===== config.mk =====
export PLATFORM = sky130hd
export DESIGN_NAME = pr_symbol_encoder
export DESIGN_NICKNAME = d
export VERILOG_FILES = /design/src/rtl/pr_enc_pkg.sv /design/src/rtl/pr_seq_ctrl.sv /design/src/rtl/pr_precoder.sv /design/src/rtl/pr_tap_sum.sv /design/src/rtl/pr_symbol_encoder.sv
export SDC_FILE = /design/constraint.sdc
export NUM_CORES = 1
export LEC_CHECK = 0
export ABC_AREA = 1
export CELL_PAD_IN_SITES_DETAIL_PLACEMENT = 0
export CELL_PAD_IN_SITES_GLOBAL_PLACEMENT = 2
export CORE_MARGIN = 1.5
export CORE_UTILIZATION = 30
export CTS_CLUSTER_SIZE = 25
export DETAILED_ROUTE_END_ITERATION = 8
export GPL_ROUTABILITY_DRIVEN = 0
export GPL_TIMING_DRIVEN = 0
export PLACE_DENSITY_LB_ADDON = 0.1
export SYNTH_ARGS = -nofsm -noshare
export SYNTH_HDL_FRONTEND = slang
export SYNTH_SLANG_ARGS = --single-unit

===== constraint.sdc =====
create_clock -name clk -period 3.1 [get_ports clk]
set_input_delay 0.31 -clock clk [delete_from_list [all_inputs] [get_ports clk]]
set_output_delay 0.31 -clock clk [all_outputs]
set_load 0.03 [all_outputs]

===== src/rtl/pr_enc_pkg.sv =====
package pr_enc_pkg;

  typedef enum logic [1:0] {
    PH_DATA  = 2'd0,
    PH_FLUSH = 2'd1,
    PH_IDLE  = 2'd2
  } pr_phase_e;

  localparam int unsigned PR_SAMPLE_W_DEF = 3;

endpackage


===== src/rtl/pr_seq_ctrl.sv =====
module pr_seq_ctrl
  import pr_enc_pkg::*;
#(
  parameter int unsigned CHAN_DEG = 3
) (
  input  logic clk,
  input  logic rst_n,
  input  logic start_i,
  input  logic flush_i,
  input  logic bit_valid_i,
  output logic shift_en_o,
  output logic force_zero_o,
  output logic last_step_o,
  output logic clear_o
);

  localparam int unsigned CNT_W = $clog2(CHAN_DEG + 1);
  localparam logic [CNT_W-1:0] LAST_CNT = CNT_W'(CHAN_DEG - 1);

  pr_phase_e        ph_q, ph_d;
  logic [CNT_W-1:0] cnt_q, cnt_d;

  always_comb begin
    ph_d         = ph_q;
    cnt_d        = cnt_q;
    shift_en_o   = 1'b0;
    force_zero_o = 1'b0;
    last_step_o  = 1'b0;
    clear_o      = start_i;
    if (start_i) begin
      ph_d  = PH_DATA;
      cnt_d = '0;
    end else begin
      case (ph_q)
        PH_DATA: begin
          if (flush_i) begin
            ph_d  = PH_FLUSH;
            cnt_d = '0;
          end else begin
            shift_en_o = bit_valid_i;
          end
        end
        PH_FLUSH: begin
          shift_en_o   = 1'b1;
          force_zero_o = 1'b1;
          if (cnt_q == LAST_CNT) begin
            last_step_o = 1'b1;
            ph_d        = PH_IDLE;
            cnt_d       = '0;
          end else begin
            cnt_d = cnt_q + 1'b1;
          end
        end
        PH_IDLE: begin
          ph_d = PH_IDLE;
        end
        default: begin
          ph_d  = PH_DATA;
          cnt_d = '0;
        end
      endcase
    end
  end

  always_ff @(posedge clk or negedge rst_n) begin
    if (!rst_n) begin
      ph_q  <= PH_DATA;
      cnt_q <= '0;
    end else begin
      ph_q  <= ph_d;
      cnt_q <= cnt_d;
    end
  end

endmodule


===== src/rtl/pr_precoder.sv =====
module pr_precoder #(
  parameter int unsigned ST_W       = 3,
  parameter bit          PRECODE_EN = 1'b1
) (
  input  logic            bit_i,
  input  logic [ST_W-1:0] hist_i,
  output logic            x_o
);

  generate
    if (PRECODE_EN) begin : g_feedback
      assign x_o = bit_i ^ (^hist_i);
    end else begin : g_bypass
      assign x_o = bit_i;
    end
  endgenerate

endmodule


===== src/rtl/pr_tap_sum.sv =====
module pr_tap_sum #(
  parameter int unsigned CHAN_DEG = 3,
  parameter int unsigned SAMPLE_W = 3
) (
  input  logic                       x_i,
  input  logic [CHAN_DEG-1:0]        hist_i,
  output logic signed [SAMPLE_W-1:0] y_o
);

  localparam int unsigned PAD = SAMPLE_W - 1;

  logic signed [SAMPLE_W-1:0] t0;
  assign t0 = $signed({{PAD{1'b0}}, x_i});

  generate
    if (CHAN_DEG == 3) begin : g_third
      logic signed [SAMPLE_W-1:0] t1, t2, t3;
      assign t1  = $signed({{PAD{1'b0}}, hist_i[0]});
      assign t2  = $signed({{PAD{1'b0}}, hist_i[1]});
      assign t3  = $signed({{PAD{1'b0}}, hist_i[2]});
      assign y_o = t0 + t1 - t2 - t3;
    end else begin : g_first
      logic signed [SAMPLE_W-1:0] t1;
      assign t1  = $signed({{PAD{1'b0}}, hist_i[0]});
      assign y_o = t0 - t1;
    end
  endgenerate

endmodule


===== src/rtl/pr_symbol_encoder.sv =====
module pr_symbol_encoder
  import pr_enc_pkg::*;
#(
  parameter int unsigned CHAN_DEG   = 3,
  parameter bit          PRECODE_EN = 1'b1,
  parameter int unsigned SAMPLE_W   = PR_SAMPLE_W_DEF
) (
  input  logic                clk,
  input  logic                rst_n,
  input  logic                start_i,
  input  logic                flush_i,
  input  logic                bit_valid_i,
  input  logic                bit_i,
  output logic                sample_valid_o,
  output logic [SAMPLE_W-1:0] sample_o,
  output logic [CHAN_DEG-1:0] state_o,
  output logic                done_o
);

  localparam int unsigned ST_W = CHAN_DEG;

  logic                       shift_en, force_zero, last_step, clear_state;
  logic                       pre_out, chan_in;
  logic [ST_W-1:0]            hist_q, hist_d, hist_shift;
  logic signed [SAMPLE_W-1:0] tap_y;
  logic [SAMPLE_W-1:0]        sample_q, sample_d;
  logic                       valid_q, valid_d, done_q, done_d;

  pr_seq_ctrl #(.CHAN_DEG(CHAN_DEG)) u_ctrl (
    .clk          (clk),
    .rst_n        (rst_n),
    .start_i      (start_i),
    .flush_i      (flush_i),
    .bit_valid_i  (bit_valid_i),
    .shift_en_o   (shift_en),
    .force_zero_o (force_zero),
    .last_step_o  (last_step),
    .clear_o      (clear_state)
  );

  pr_precoder #(.ST_W(ST_W), .PRECODE_EN(PRECODE_EN)) u_pre (
    .bit_i  (bit_i),
    .hist_i (hist_q),
    .x_o    (pre_out)
  );

  assign chan_in = force_zero ? 1'b0 : pre_out;

  pr_tap_sum #(.CHAN_DEG(CHAN_DEG), .SAMPLE_W(SAMPLE_W)) u_taps (
    .x_i    (chan_in),
    .hist_i (hist_q),
    .y_o    (tap_y)
  );

  generate
    if (ST_W == 1) begin : g_hist1
      assign hist_shift = chan_in;
    end else begin : g_histn
      assign hist_shift = {hist_q[ST_W-2:0], chan_in};
    end
  endgenerate

  always_comb begin
    hist_d   = hist_q;
    sample_d = sample_q;
    valid_d  = 1'b0;
    done_d   = 1'b0;
    if (clear_state) begin
      hist_d = '0;
    end else if (shift_en) begin
      hist_d   = hist_shift;
      sample_d = tap_y;
      valid_d  = 1'b1;
      done_d   = last_step;
    end
  end

  always_ff @(posedge clk or negedge rst_n) begin
    if (!rst_n) begin
      hist_q   <= '0;
      sample_q <= '0;
      valid_q  <= 1'b0;
      done_q   <= 1'b0;
    end else begin
      hist_q  <= hist_d;
      valid_q <= valid_d;
      done_q  <= done_d;
      if (shift_en && !clear_state) begin
        sample_q <= sample_d;
      end
    end
  end

  assign sample_valid_o = valid_q;
  assign sample_o       = sample_q;
  assign state_o        = hist_q;
  assign done_o         = done_q;

endmodule


# Word level (Yosys, flattened, before mapping)
# Index checks and enable logic that the tools add are counted.
[op_classes]
mux = 22
bitwise = 2
n_shift = 0
div_mod_pow = 0
add_sub_neg = 4
magnitude_cmp = 0
n_reduce_logical = 8
n_mul = 0
eq_ne = 6
[op_table]
columns = ["cell", "count"]
rows = [
  ["2-to-1 mux 2 bit", 6],
  ["one-hot mux 2 bit (3 select lines)", 2],
  ["2-to-1 mux 1 bit", 11],
  ["2-to-1 mux 3 bit", 2],
  ["subtractor 3 x 2 -> 3 bit", 2],
  ["equality test 2 bit, second input constant", 2],
  ["AND reduction 2 bit", 2],
  ["inequality test 3 x 2 -> 1 bit, second input constant", 1],
  ["inequality test 3 bit, second input constant", 1],
  ["AND reduction 3 bit", 1],
  ["XOR reduction 3 bit", 1],
  ["adder 1 x 1 -> 2 bit", 1],
  ["adder 2 x 1 -> 2 bit, second input constant", 1],
  ["equality test 2 x 1 -> 1 bit, second input constant", 1],
  ["logical NOT 2 bit", 1],
  ["inequality test 2 bit, second input constant", 1],
  ["one-hot mux 1 bit (2 select lines)", 1],
  ["nonzero test 2 bit", 1],
  ["logical AND 1 bit", 1],
  ["logical NOT 1 bit", 1],
  ["inverter 1 bit", 1],
  ["XOR 1 bit", 1],
]
[totals]
elab_cells = 48
rom_bits = 0
in_bits = 6
latch_bits = 0
ff_bits = 12
output_inout_bits = 8
ram_bits = 0
memories = 0

# Depth between registers and ports, before layout
[logic_depth]
word_depth = 7
ltp_mapped = 11
depth_no_buf = 11

# Modules after synthesis
# A second synthesis with hierarchy kept.
[hier_totals]
hier_cells = 107
area_unflattened_um2 = 765.7
[by_module_without_submodules]
columns = ["module", "instances", "area_each_um2", "seq_area_each_um2", "cells_each"]
rows = [
  ["pr_seq_ctrl", 1, 329.1, 100.1, 49],
  ["pr_symbol_encoder", 1, 309.0, 200.2, 35],
  ["pr_precoder", 1, 63.8, 0.0, 15],
  ["pr_tap_sum", 1, 63.8, 0.0, 8],
]

# Worst setup path before layout
# No wires, ideal clock.
[synth_path]
kind = "flip-flop to flip-flop"
from = "register hist_q[1] (netlist: state_o[1])"
to = "register sample_q[1] (netlist: sample_o[1])"
setup_ns = 0.083
period_less_slack_ns = 2.053
required_time_ns = 3.017
path_stages_with_launch = 11
n_path_buf = 0
setup_slack_ns = 1.047
arrival_time_ns = 1.971
cell_sequence = "dfrtp_1 > inv_1 > nand2_1 > nand2_1 > nand2_1 > a21oi_1 > ha_1 > inv_1 > fa_1 > ha_1 > o21ai_0"
[synth_between]
elab_chain_cells = 6
[synth_lines]
columns = ["element", "line", "rtl"]
rows = [
  ["start: declaration", "pr_symbol_encoder.sv:24", "logic [ST_W-1:0] hist_q, hist_d, hist_shift;"],
  ["start signal: assignment", "pr_symbol_encoder.sv:85", "hist_q <= hist_d;"],
  ["XOR reduction 3 bit", "pr_precoder.sv:12", "assign x_o = bit_i ^ (^hist_i);"],
  ["XOR 1 bit", "pr_precoder.sv:12", ""],
  ["2-to-1 mux 1 bit", "pr_symbol_encoder.sv:47", "assign chan_in = force_zero ? 1'b0 : pre_out;"],
  ["adder 1 x 1 -> 2 bit", "pr_tap_sum.sv:21", "assign y_o = t0 + t1 - t2 - t3;"],
  ["subtractor 3 x 2 -> 3 bit (*) (2 in series)", "pr_tap_sum.sv:21", ""],
  ["end signal: assignment", "pr_symbol_encoder.sv:89", "sample_q <= sample_d;"],
  ["end: declaration", "pr_symbol_encoder.sv:26", "logic [SAMPLE_W-1:0] sample_q, sample_d;"],
]
# Mark *: on every way between the ends. The rest lies on a longest branch, timed or not.
# A chain may end at the register's enable or synchronous reset.

# Worst setup path in the final report
[layout_path]
from = "register u_ctrl.ph_q[1]"
to = "register sample_q[1] (netlist: sample_o[1])"
[layout_between]
elab_chain_cells = 7
elab_cells_between_ends = 12
cone_classes = "3 x add/sub; 1 x eq/ne; 5 x mux; 3 x reduce/logical"
[layout_lines]
columns = ["element", "line", "rtl"]
rows = [
  ["start: declaration", "pr_seq_ctrl.sv:20", "pr_phase_e ph_q, ph_d;"],
  ["start signal: assignment", "pr_seq_ctrl.sv:70", "ph_q <= ph_d;"],
  ["equality test 2 x 1 -> 1 bit", "pr_seq_ctrl.sv:34", "case (ph_q)"],
  ["2-to-1 mux 1 bit", "pr_seq_ctrl.sv:34", ""],
  ["2-to-1 mux 1 bit", "pr_seq_ctrl.sv:30", "if (start_i) begin"],
  ["2-to-1 mux 1 bit", "pr_symbol_encoder.sv:47", ""],
  ["adder 1 x 1 -> 2 bit", "pr_tap_sum.sv:21", ""],
  ["subtractor 3 x 2 -> 3 bit (2 in series)", "pr_tap_sum.sv:21", ""],
]
# Several ways; a longest one is shown, not always the timed one.

==> PnR_summary.wiki <==
{| class="wikitable"
! Metric !! Value
|-
| Run status || finished, final reports clean
|-
| Highest signal layer in the routed design || met4
|-
| Count of unique library cells instantiated by Yosys || 17
|-
| Vias per cell || 4.328
|-
| Area growth from synthesis to layout || 29.22%
|-
| Startpoint class of the critical path || flip-flop
|-
| Most frequent cell on the critical path || sky130_fd_sc_hd__ha_1
|-
| Post-route antenna net violation count || 0
|-
| VDD IR max || 0.2877 mV
|-
| Data required time of the critical path || 3.29 ns
|-
| Sequential area share after synthesis || 43.56%
|-
| P_int || 0.3995 mW
|-
| Wire length of the first global-routing pass || 2.290 mm
|-
| Number of antenna diodes || 0
|-
| Area contributors post-synth || sky130_fd_sc_hd__dfrtp_1 (44%), sky130_fd_sc_hd__nand2_1 (15%), sky130_fd_sc_hd__ha_1 (11%)
|-
| DR pass1 iterations || 3
|-
| Register bit count reported by yosys || 12
|-
| Total placed cells including tap cells || 127
|-
| R2r worst-path depth || 10
|-
| Die Area || 2594 um2
|-
| Final instance count without filler cells || 131
|-
| Max-cap viol count || 0
|-
| Initial Utilization || 31.47%
|-
| Transition time of the tightest slew-check pin || 0.5706 ns
|-
| Share of the synthesized area in the top cell type || 43.56%
|-
| Headroom to the max-slew limit || 61.84%
|-
| Cell taking the most area after synthesis || sky130_fd_sc_hd__dfrtp_1
|-
| Post-route total power || 0.6864 mW
|-
| Port Buffers || 13
|-
| Total negative slack || 0 ns
|-
| Average wire per standard cell || 9.847 um
|-
| Type of element capturing the critical path || flip-flop
|-
| Max frequency || 470.3 MHz
|-
| Syn avg cell area || 8.016 um2
|-
| Number of pins exceeding their max-slew limit in the final report || 0
|-
| Vias post-DR || 567
|-
| Final-report hold violation count || 0
|-
| Number of design rule violations left after detail routing || 0
|-
| Net load switching power || 0.2869 mW
|-
| Layout cell share with drive strength beyond 1 || 9.709%
|-
| Gr usage total || 12.06%
|-
| # hold bufs at CTS || 0
|-
| Clk Tree Root Cell || sky130_fd_sc_hd__clkbuf_4
|-
| Number of placed I/O pins || 14
|-
| Met3 wire length || 32 um
|-
| Number of buffers on the longest clock path || 2
|-
| Number of warnings printed during yosys synthesis || 0
|-
| Time the final worst path needs with I/O delays and setup || 2.126 ns
|-
| Clock network power share || 18.1%
|-
| H-tree depth || 1
|-
| CTS tree || built
|-
| Worst Path Class, Setup || reg -> reg
|-
| Global route total overflow || 0
|-
| Number of global-route vias before repair || 526
|-
| Kind of cell adding the most delay to the critical path || adder cells
|-
| Resize count post-CTS || 0
|-
| Post-detail-place hpwl || 1.012 mm
|-
| Die Height || 50.94 um
|-
| Number of clock sinks || 12
|-
| Iter 0 DRT Violations || 5
|-
| Cell with the largest stage delay on the worst path || sky130_fd_sc_hd__dfrtp_1
|-
| Areal power density over the cells || 770.4 nW/um2
|-
| Later-pin clock latency in the skew report || 0.27 ns
|-
| Worst Path Max Fanout || 5
|-
| Length of routed met2 wiring || 575 um
|-
| Count of endpoints failing setup in the final report || 0
|-
| Post-Route WL || 1.290 mm
|-
| Synthesized netlist cell count || 86
|-
| Critical path depth in cells || 10
|-
| Nets || 117
|-
| Clock buffer count from CTS || 3
|-
| Final period util || 68.59%
|-
| Antenna violations before repair || 0
|-
| Sum of buffers and inverters on the critical path || 3
|-
| Maximum cell stage delay along the critical path || 0.40 ns
|-
| Switch share || 41.80%
|-
| Clock edge transition at the registers on the reported setup and hold paths || 0.08 ns
|-
| X dimension of the die || 50.94 um
|-
| Worst hold path type || in -> async
|-
| Core region area || 2191 um2
|-
| Std cell rows || 17
|-
| Routed met1 length || 671 um
|-
| Pin count of the biggest net entering global routing || 13
|-
| Net count after synthesis || 99
|-
| Logic pwr share || 47.5%
|-
| RSZ-0062 raised after global routing || no
|-
| # Post-CTS Setup Buffers || 0
|-
| Max Clock Skew || 0.002406 ns
|-
| Leak Pwr || 0.4477 nW
|-
| Data arrival time at the worst-slack endpoint || 2.31 ns
|-
| Cell chain of the critical path || inv_1 -> ha_1 -> inv_2 -> nor2_2 -> a21oi_1 -> ha_1 -> inv_1 -> fa_1 -> ha_1 -> o21ai_0
|-
| Sequential share of power || 34.4%
|-
| Combined area of all synthesized cells || 689.4 um2
|}
==> area by class of cell <==
class	instances	area (um2)
repair buffers	13	130.1
inverters	16	60.06
well taps	28	35.03
flip-flops and latches	12	300.3
clock buffers	4	36.28
multi-input cells	58	329.1
fillers	239	1300
==> logic make-up after synthesis <==
family	after synthesis	synth area share (%)
compound gates	11	8.892
fa+ha+maj	7	13.79
buf+inv	16	8.712
flops	12	43.56
simple gates	40	25.05
==> flip-flops by register name, indices dropped and copies added, names as in the netlist <==
name            cells
sample_o            3
state_o             3
u_ctrl.cnt_q        2
u_ctrl.ph_q         2
done_o              1
sample_valid_o      1
==> power groups by stage <==
stage | Combinational (mW) | Clock [mW] | Sequential, mW
final | 0.326 | 0.124 | 0.236
after global routing | 0.380 | 0.140 | 0.243
after CTS | 0.333 | 0.131 | 0.237
after detailed placement | 0.331 | 0 | 0.240
after global placement | 0.332 | 0 | 0.239
after floorplan | 0.179 | 0 | 0.286
==> cell usage after synthesis <==
library cell / number
sky130_fd_sc_hd__a21oi_1: 2
sky130_fd_sc_hd__a21oi_2: 1
sky130_fd_sc_hd__dfrtp_1: 12
sky130_fd_sc_hd__fa_1: 1
sky130_fd_sc_hd__ha_1: 6
sky130_fd_sc_hd__inv_1: 14
sky130_fd_sc_hd__inv_2: 2
sky130_fd_sc_hd__nand2_1: 27
sky130_fd_sc_hd__nand3_1: 3
sky130_fd_sc_hd__nand3_2: 1
sky130_fd_sc_hd__nand4_1: 1
sky130_fd_sc_hd__nor2_1: 6
sky130_fd_sc_hd__nor2_2: 1
sky130_fd_sc_hd__nor2_4: 1
sky130_fd_sc_hd__o21ai_0: 5
sky130_fd_sc_hd__o21ai_1: 1
sky130_fd_sc_hd__o22ai_1: 2
==> metrics by stage <==
| step | hold slack [ns] | cell area (um2) | setup WS, ns | util (%) |
|---|---|---|---|---|
| global placement | 0.4685 | 854.6 | 0.7758 | 39.01 |
| finish | 0.4032 | 890.9 | 0.9737 | 40.66 |
| detailed placement | 0.4642 | 854.6 | 0.7779 | 39.01 |
| CTS | 0.4228 | 890.9 | 0.9384 | 40.66 |
| floorplan | 0.01441 | 689.4 | 1.047 | - |
| global route | 0.4555 | 890.9 | 0.8189 | 40.66 |
==> per-layer routing <==
layer / vias to the layer above / track usage (%)
met5: - / 0
met4: 0 / 6.757
met3: 2 / 2.924
met2: 6 / 17.53
met1: 262 / 16.27
li1: 297 / -
==> final timing paths <==
check	endpoint	slack (ns)	from
min in group clk	sample_o[2]$_DFFE_PN0P_	0.49	sample_o[2]$_DFFE_PN0P_
max	sample_o[1]$_DFFE_PN0P_	0.97	u_ctrl.ph_q[1]$_DFFE_PN0P_
min	sample_o[0]$_DFFE_PN0P_	0.40	rst_n
max in group asynchronous	u_ctrl.cnt_q[1]$_DFFE_PN0P_	2.32	rst_n
min reg2reg	sample_o[2]$_DFFE_PN0P_	0.49	sample_o[2]$_DFFE_PN0P_
max reg2reg	sample_o[1]$_DFFE_PN0P_	0.97	u_ctrl.ph_q[1]$_DFFE_PN0P_
==> cell usage in the layout, fill, tap and decap left out, drive strengths merged <==
master          n
a21oi           3
o22ai           2
nand3           4
inv            16
nor2            8
fa              1
ha              6
clkdlybuf4s50  13
clkbuf          4
o21ai           6
dfrtp          12
nand2          27
nand4           1
Power figures use the tool's default switching activity.
